--- src/rtl/ifc_pkg.sv ---
package ifc_pkg;
   typedef enum logic [1:0] {
      ST_IDLE  = 2'd0,
      ST_FETCH = 2'd1,
      ST_DONE  = 2'd2
   } fetch_st_e;
endpackage

--- src/rtl/ifc_tag_store.sv ---
module ifc_tag_store #(
   parameter int ENTRIES = 64,
   parameter int IDX_W   = 6,
   parameter int TAG_W   = 25
) (
   input  logic             clk,
   input  logic             rst_n,
   input  logic             inv_all,
   input  logic [IDX_W-1:0] lk_idx,
   input  logic [TAG_W-1:0] lk_tag,
   output logic             lk_hit,
   input  logic             wr_en,
   input  logic [IDX_W-1:0] wr_idx,
   input  logic [TAG_W-1:0] wr_tag
);
   logic [ENTRIES-1:0] valid_q;
   logic [TAG_W-1:0]   tag_q [ENTRIES];

   always_ff @(posedge clk) begin
      if (!rst_n) begin
         valid_q <= '0;
      end else if (inv_all) begin
         valid_q <= '0;
      end else if (wr_en) begin
         valid_q[wr_idx] <= 1'b1;
      end
   end

   always_ff @(posedge clk) begin
      if (wr_en) begin
         tag_q[wr_idx] <= wr_tag;
      end
   end

   assign lk_hit = valid_q[lk_idx] && (tag_q[lk_idx] == lk_tag);

   p_inv_empties_r8: assert property (@(posedge clk) disable iff (!rst_n)
      inv_all |=> (valid_q == '0));
   p_fill_marks_r6: assert property (@(posedge clk) disable iff (!rst_n)
      (wr_en && !inv_all) |=> valid_q[$past(wr_idx)]);
endmodule

--- src/rtl/ifc_line_store.sv ---
module ifc_line_store #(
   parameter int ENTRIES = 64,
   parameter int IDX_W   = 6,
   parameter int LINE_W  = 32
) (
   input  logic              clk,
   input  logic              wr_en,
   input  logic [IDX_W-1:0]  wr_idx,
   input  logic [LINE_W-1:0] wr_line,
   input  logic [IDX_W-1:0]  rd_idx,
   output logic [LINE_W-1:0] rd_line
);
   logic [LINE_W-1:0] line_q [ENTRIES];

   always_ff @(posedge clk) begin
      if (wr_en) begin
         line_q[wr_idx] <= wr_line;
      end
   end

   assign rd_line = line_q[rd_idx];
endmodule

--- src/rtl/ifc_word_pick.sv ---
module ifc_word_pick #(
   parameter int LINE_W = 32,
   parameter int WORD_W = 16,
   parameter int SEL_W  = 1
) (
   input  logic [LINE_W-1:0] line_i,
   input  logic [SEL_W-1:0]  sel_i,
   output logic [WORD_W-1:0] word_o
);
   localparam int WPL = LINE_W / WORD_W;

   if (WPL == 2) begin : g_pair
      assign word_o = sel_i[0] ? line_i[2*WORD_W-1:WORD_W] : line_i[WORD_W-1:0];
   end else begin : g_many
      logic [WORD_W-1:0] words [WPL];
      for (genvar w = 0; w < WPL; w++) begin : g_split
         assign words[w] = line_i[w*WORD_W +: WORD_W];
      end
      assign word_o = words[sel_i];
   end
endmodule

--- src/rtl/ifc_fetch_ctrl.sv ---
module ifc_fetch_ctrl
   import ifc_pkg::*;
#(
   parameter int ADDR_W  = 32,
   parameter int LINE_W  = 32,
   parameter int BYTE_LO = 1,
   parameter int OFF_W   = 2,
   parameter int TAG_LO  = 8,
   parameter int TAG_W   = 25,
   parameter int IDX_W   = 6
) (
   input  logic                     clk,
   input  logic                     rst_n,
   input  logic                     cache_en,
   input  logic                     inv_all,
   input  logic                     req_valid,
   input  logic [ADDR_W-1:BYTE_LO]  req_addr,
   input  logic                     req_super,
   input  logic                     lk_hit,
   input  logic                     bus_ack,
   input  logic [LINE_W-1:0]        bus_data,
   output logic                     resp_ready,
   output logic                     use_cache,
   output logic                     bus_req,
   output logic [ADDR_W-1:0]        bus_addr,
   output logic                     fill_en,
   output logic [IDX_W-1:0]         fill_idx,
   output logic [TAG_W-1:0]         fill_tag,
   output logic [LINE_W-1:0]        held_line,
   output logic [OFF_W-1:BYTE_LO]   held_sel
);
   fetch_st_e                 state_q;
   logic [ADDR_W-1:BYTE_LO]   addr_q;
   logic                      sup_q;
   logic                      en_q;
   logic [LINE_W-1:0]         line_q;
   logic                      hit_now;

   assign hit_now = req_valid && cache_en && lk_hit && !inv_all;

   always_ff @(posedge clk) begin
      if (!rst_n) begin
         state_q <= ST_IDLE;
      end else begin
         case (state_q)
            ST_IDLE:  if (req_valid && !hit_now) state_q <= ST_FETCH;
            ST_FETCH: if (bus_ack) state_q <= ST_DONE;
            ST_DONE:  state_q <= ST_IDLE;
            default:  state_q <= ST_IDLE;
         endcase
      end
   end

   always_ff @(posedge clk) begin
      if (state_q == ST_IDLE && req_valid && !hit_now) begin
         addr_q <= req_addr;
         sup_q  <= req_super;
         en_q   <= cache_en;
      end
      if (state_q == ST_FETCH && bus_ack) begin
         line_q <= bus_data;
      end
   end

   assign use_cache  = (state_q == ST_IDLE) && hit_now;
   assign resp_ready = use_cache || (state_q == ST_DONE);
   assign bus_req    = (state_q == ST_FETCH);
   assign bus_addr   = {addr_q[ADDR_W-1:OFF_W], {OFF_W{1'b0}}};
   assign fill_en    = (state_q == ST_FETCH) && bus_ack && en_q && !inv_all;
   assign fill_idx   = addr_q[TAG_LO-1:OFF_W];
   assign fill_tag   = {sup_q, addr_q[ADDR_W-1:TAG_LO]};
   assign held_line  = line_q;
   assign held_sel   = addr_q[OFF_W-1:BYTE_LO];

   p_bus_hold_r5: assert property (@(posedge clk) disable iff (!rst_n)
      (bus_req && !bus_ack) |=> (bus_req && $stable(bus_addr)));
   p_ack_to_ready_r5: assert property (@(posedge clk) disable iff (!rst_n)
      (bus_req && bus_ack) |=> resp_ready);
   p_bus_aligned_r5: assert property (@(posedge clk) disable iff (!rst_n)
      bus_req |-> (bus_addr[OFF_W-1:0] == '0));
   p_hit_no_bus_r4: assert property (@(posedge clk) disable iff (!rst_n)
      resp_ready |-> !bus_req);
   p_off_to_bus_r7: assert property (@(posedge clk) disable iff (!rst_n)
      (state_q == ST_IDLE && req_valid && !cache_en) |=> bus_req);
endmodule

--- src/rtl/ifetch_dm_cache.sv ---
module ifetch_dm_cache #(
   parameter int ADDR_W  = 32,
   parameter int WORD_W  = 16,
   parameter int LINE_W  = 32,
   parameter int ENTRIES = 64
) (
   input  logic              clk,
   input  logic              rst_n,
   input  logic              cache_en,
   input  logic              inv_all,
   input  logic              req_valid,
   input  logic [ADDR_W-1:0] req_addr,
   input  logic              req_super,
   output logic              resp_ready,
   output logic [WORD_W-1:0] resp_data,
   output logic              bus_req,
   output logic [ADDR_W-1:0] bus_addr,
   input  logic              bus_ack,
   input  logic [LINE_W-1:0] bus_data
);
   localparam int OFF_W   = $clog2(LINE_W / 8);
   localparam int BYTE_LO = $clog2(WORD_W / 8);
   localparam int IDX_W   = $clog2(ENTRIES);
   localparam int TAG_LO  = OFF_W + IDX_W;
   localparam int TAG_W   = ADDR_W - TAG_LO + 1;
   localparam int SEL_W   = OFF_W - BYTE_LO;

   if ((LINE_W <= WORD_W) || (LINE_W % WORD_W != 0) || (WORD_W % 8 != 0)
       || ((1 << OFF_W) != LINE_W / 8) || ((1 << BYTE_LO) != WORD_W / 8)
       || ((1 << IDX_W) != ENTRIES) || (TAG_LO >= ADDR_W)) begin : g_bad_cfg
      $error("ifetch_dm_cache: unsupported width or depth parameters");
   end

   if (BYTE_LO > 0) begin : g_lsb
      logic unused_lsb;
      assign unused_lsb = ^req_addr[BYTE_LO-1:0];
   end

   logic              lk_hit;
   logic              use_cache;
   logic              fill_en;
   logic [IDX_W-1:0]  fill_idx;
   logic [TAG_W-1:0]  fill_tag;
   logic [LINE_W-1:0] held_line;
   logic [SEL_W-1:0]  held_sel;
   logic [LINE_W-1:0] rd_line;
   logic [WORD_W-1:0] cache_word;
   logic [WORD_W-1:0] bus_word;
   logic [IDX_W-1:0]  lk_idx;
   logic [TAG_W-1:0]  lk_tag;

   assign lk_idx = req_addr[TAG_LO-1:OFF_W];
   assign lk_tag = {req_super, req_addr[ADDR_W-1:TAG_LO]};

   ifc_tag_store #(.ENTRIES(ENTRIES), .IDX_W(IDX_W), .TAG_W(TAG_W)) tags_i (
      .clk(clk), .rst_n(rst_n), .inv_all(inv_all),
      .lk_idx(lk_idx), .lk_tag(lk_tag), .lk_hit(lk_hit),
      .wr_en(fill_en), .wr_idx(fill_idx), .wr_tag(fill_tag));

   ifc_line_store #(.ENTRIES(ENTRIES), .IDX_W(IDX_W), .LINE_W(LINE_W)) lines_i (
      .clk(clk), .wr_en(fill_en), .wr_idx(fill_idx), .wr_line(held_line_next()),
      .rd_idx(lk_idx), .rd_line(rd_line));

   function automatic logic [LINE_W-1:0] held_line_next();
      return bus_data;
   endfunction

   ifc_fetch_ctrl #(
      .ADDR_W(ADDR_W), .LINE_W(LINE_W), .BYTE_LO(BYTE_LO), .OFF_W(OFF_W),
      .TAG_LO(TAG_LO), .TAG_W(TAG_W), .IDX_W(IDX_W)
   ) ctrl_i (
      .clk(clk), .rst_n(rst_n), .cache_en(cache_en), .inv_all(inv_all),
      .req_valid(req_valid), .req_addr(req_addr[ADDR_W-1:BYTE_LO]),
      .req_super(req_super), .lk_hit(lk_hit), .bus_ack(bus_ack),
      .bus_data(bus_data), .resp_ready(resp_ready), .use_cache(use_cache),
      .bus_req(bus_req), .bus_addr(bus_addr), .fill_en(fill_en),
      .fill_idx(fill_idx), .fill_tag(fill_tag), .held_line(held_line),
      .held_sel(held_sel));

   ifc_word_pick #(.LINE_W(LINE_W), .WORD_W(WORD_W), .SEL_W(SEL_W)) pick_hit_i (
      .line_i(rd_line), .sel_i(req_addr[OFF_W-1:BYTE_LO]), .word_o(cache_word));

   ifc_word_pick #(.LINE_W(LINE_W), .WORD_W(WORD_W), .SEL_W(SEL_W)) pick_miss_i (
      .line_i(held_line), .sel_i(held_sel), .word_o(bus_word));

   assign resp_data = use_cache ? cache_word : bus_word;

   p_off_no_hit_r7: assert property (@(posedge clk) disable iff (!rst_n)
      !cache_en |-> !use_cache);
   p_inv_no_hit_r8: assert property (@(posedge clk) disable iff (!rst_n)
      inv_all |-> !use_cache);
endmodule

--- config.mk ---
export PLATFORM = sky130hd
export DESIGN_NAME = ifetch_dm_cache
export DESIGN_NICKNAME = d
export VERILOG_FILES = /design/src/rtl/ifc_pkg.sv /design/src/rtl/ifc_tag_store.sv /design/src/rtl/ifc_line_store.sv /design/src/rtl/ifc_word_pick.sv /design/src/rtl/ifc_fetch_ctrl.sv /design/src/rtl/ifetch_dm_cache.sv
export SDC_FILE = /design/constraint.sdc
export NUM_CORES = 2
export LEC_CHECK = 0
export BUFFER_PORTS_ARGS = -buffer_cell sky130_fd_sc_hd__buf_2
export CORE_UTILIZATION = 50
export DETAILED_ROUTE_END_ITERATION = 12
export PLACE_DENSITY = 0.65
export SLEW_MARGIN = 20
export SYNTH_ARGS = -nofsm -noshare
export SYNTH_HDL_FRONTEND = slang
export SYNTH_SLANG_ARGS = --single-unit
export TNS_END_PERCENT = 50
--- constraint.sdc ---
create_clock -name clk -period 8.54 [get_ports clk]
set_clock_uncertainty 0.05 [all_clocks]
set_input_delay 1.708 -clock clk [delete_from_list [all_inputs] [get_ports clk]]
set_output_delay 1.708 -clock clk [all_outputs]
set_load 0.02 [all_outputs]
==> out/metrics.csv <==
metric,value,unit
reg2reg_depth,8,
final_cells,10800,
grt_pass1_wl,569000,um
cts.path.max_buffers,4,
place_area,152000,um^2
cp.arrival,6.76,ns
cp_num_buf_inv,6,
met2_usage,43.8,%
slowest_delay,0.76,ns
r2r_start,ctrl_i.state_q[0],
dieArea,291000,um^2
clock.fmax,117,MHz
cts-root-buf,clkbuf_16,
tns,0,ns
synth-seq-area-share,78.1,%
path_depth,15,
dp_hpwl,220000,um
antenna_found_initial,17,
crit_top_cell,buf_4,
htreeDepth,5,
finalInstanceArea,164000,um^2
postCtsSetupRepairBufs,0,
endpoint,resp_data[12],
slowest_stage,buf_2,
wl,415000,um
clock_latency,0.98,ns
ios,121,
max-vdd-ir-drop,0.202,mV
crit_required,6.78,ns
synth_area,145000,um^2
status,"complete, no violations",
startpoint_type,input pin,
ys_dominant_reg_cell,edfxtp_1,
use_met3,6.01,%
period_minus_slack,8.52,ns
multiInputGateArea,30400,um^2
layout-drive-gt1-share,28.3,%
fp.dieH,540,um
fillCellCount,20700,
syn_inst,6252,
cts_buffers,378,
fin_crit_sh,99.8,%
placed_cells,10100,
place.gp.congestion,0.829,
cap_violations,0,
io_buffers,117,
synth_cell_types,69,
max_slew_margin,15.8,%
vias,72100,
area_growth,13.4,%
critPathLaunch,req_addr[6],
grt_start_max_net_pins,133,
async_flop_share,0,%
power_leakage,51.8,nW
drtPass1Iterations,5,
worstPathCellList,buf_2 > nor2b_1 > buf_4 > nand2_1 > o22ai_1 > nor3_1 > xor2_1 > buf_4 > o2111ai_1 > nor4_2 > and4_2 > buf_12 > mux2i_4 > buf_4 > buf_2,
crit_fanout,21,
yosys_warnings,0,
cts_tree,yes,
drt-initial-drc-count,10600,
power-per-cell-area,234,nW/um^2
r2r_slack,3.35,ns
tightest_slew,1.26,ns
synth-seq-cells,3779,
finalHoldViolCount,0,
wl_per_cell,38.4,um
cp-end-kind,output port,
grt_busiest_layer,met2,
die_w,540,um
clkSinkCount,3779,
cp_top_family,buffers and inverters,
r2r_end,lines_i.line_q[52][25],
min_delay_path_depth,1,
grt_util_met1,40.4,%
initial_core_util,50.2,%
core_area,288000,um^2
clkSlewWorstSetupHoldPaths,0.05,ns
hold-worst-slack,0.413,ns
regArea,113000,um^2
drc,0,
track_usage,28.4,%
synth_edf_count,3713,
fin_util,57.0,%
drt-vias-per-instance,6.66,
grt.overflow.total,0,
final_net_count,6796,
avgSynthCellArea,23.1,um^2
hp-class,reg -> reg,
ant_nets,0,
drv_slew,0,
setup_viol,0,
core.rowCount,197,
grt_pass1_vias,71000,
crit_type,in -> out,
rsz0062_at_grt,no,
[metrics by stage]
stage,setup slack (ns),power [mW]
3_3_place_gp,-0.465,22.6
5_1_grt,0.0399,39.3
3_5_place_dp,-0.388,22.6
2_1_floorplan,1.87,21.9
4_1_cts,0.0878,38.6
6_report,0.0194,38.4
[power breakdown]
group	internal, mW	switching [mW]	leakage (nW)	total (mW)
combinational	0.686	1.13	12.0	1.82
sequential	20.4	0.0169	33.9	20.4
clock	9.05	7.10	5.82	16.1
total	30.1	8.26	51.8	38.4
[flip-flops by register name, indices dropped and copies added, names as in the netlist]
register / cells
ctrl_i.state_q: 2
lines_i.line_q: 2048
tags_i.tag_q: 1600
ctrl_i.addr_q: 31
ctrl_i.en_q: 1
ctrl_i.held_line: 32
tags_i.valid_q: 64
ctrl_i.sup_q: 1
[worst min-delay path by stage]
stage                            start                  to  slack [ns]
global route         tags_i.valid_q[3]   tags_i.valid_q[3]        0.43
finish               tags_i.valid_q[2]   tags_i.valid_q[2]        0.41
detailed placement  tags_i.valid_q[26]  tags_i.valid_q[26]        0.40
global placement    tags_i.valid_q[46]  tags_i.valid_q[46]        0.39
CTS                 tags_i.valid_q[26]  tags_i.valid_q[26]        0.41
floorplan           tags_i.valid_q[10]  tags_i.valid_q[10]        0.39
[layout by cell type (no fill, tap or decap), types with 66 or more instances in the layout]
master and n:
clkinv_2 67, clkbuf_1 89, edfxtp_1 3713, clkinv_1 94, nand2_1 133, clkbuf_16 382
mux4_2 942, buf_4 257, mux2i_1 368, buf_2 100, dfxtp_1 66, a22oi_1 97
[Yosys cell counts (21+ instances only)]
master | count | share of area (%)
buf_6 | 25 | 0.19
buf_4 | 44 | 0.23
buf_1 | 35 | 0.091
nor2_1 | 102 | 0.26
a21oi_1 | 33 | 0.11
mux2_2 | 23 | 0.18
o22ai_1 | 28 | 0.12
o21a_1 | 65 | 0.34
clkbuf_1 | 109 | 0.28
a22oi_1 | 97 | 0.50
nand2_1 | 133 | 0.35
nor2b_1 | 21 | 0.091
mux2i_1 | 369 | 2.6
edfxtp_1 | 3713 | 77
mux4_2 | 942 | 15
o21ai_0 | 40 | 0.14
dfxtp_1 | 66 | 0.91
nand3_1 | 57 | 0.20
buf_2 | 122 | 0.42
[cells by family after synthesis]
group                  count (synthesis)  share of synthesized area (%)
other                                  1                        0.00259
buffers and inverters                345                           1.26
flip-flops                          3779                           78.1
AND/OR/NAND/NOR                      399                           1.28
AO/OA/AOI/OAI                        363                           1.81
XOR/XNOR                              31                          0.188
multiplexers                        1334                           17.4
[per-layer routing]
metal | share of wire (%) | wire length [um]
met4 | 4.1 | 17000
met5 | 0.014 | 59
met3 | 11 | 45100
met1 | 38 | 160000
met2 | 47 | 194000
[final cells by class]
cell class / count / area share [%]
clock inverters: 220 / 1.23
repair buffers: 428 / 2.36
flip-flops and latches: 3779 / 68.8
well taps: 3781 / 2.89
diodes: 6 / 0.00916
multi-input cells: 2129 / 18.6
clock buffers: 473 / 6.05
inverters: 9 / 0.0283
[timing repair]
item,4_1_cts,5_1_grt
hold buffers,0,0
setup endpoints to repair,1,1
resized for setup,2,2
Power figures use the tool's default switching activity.
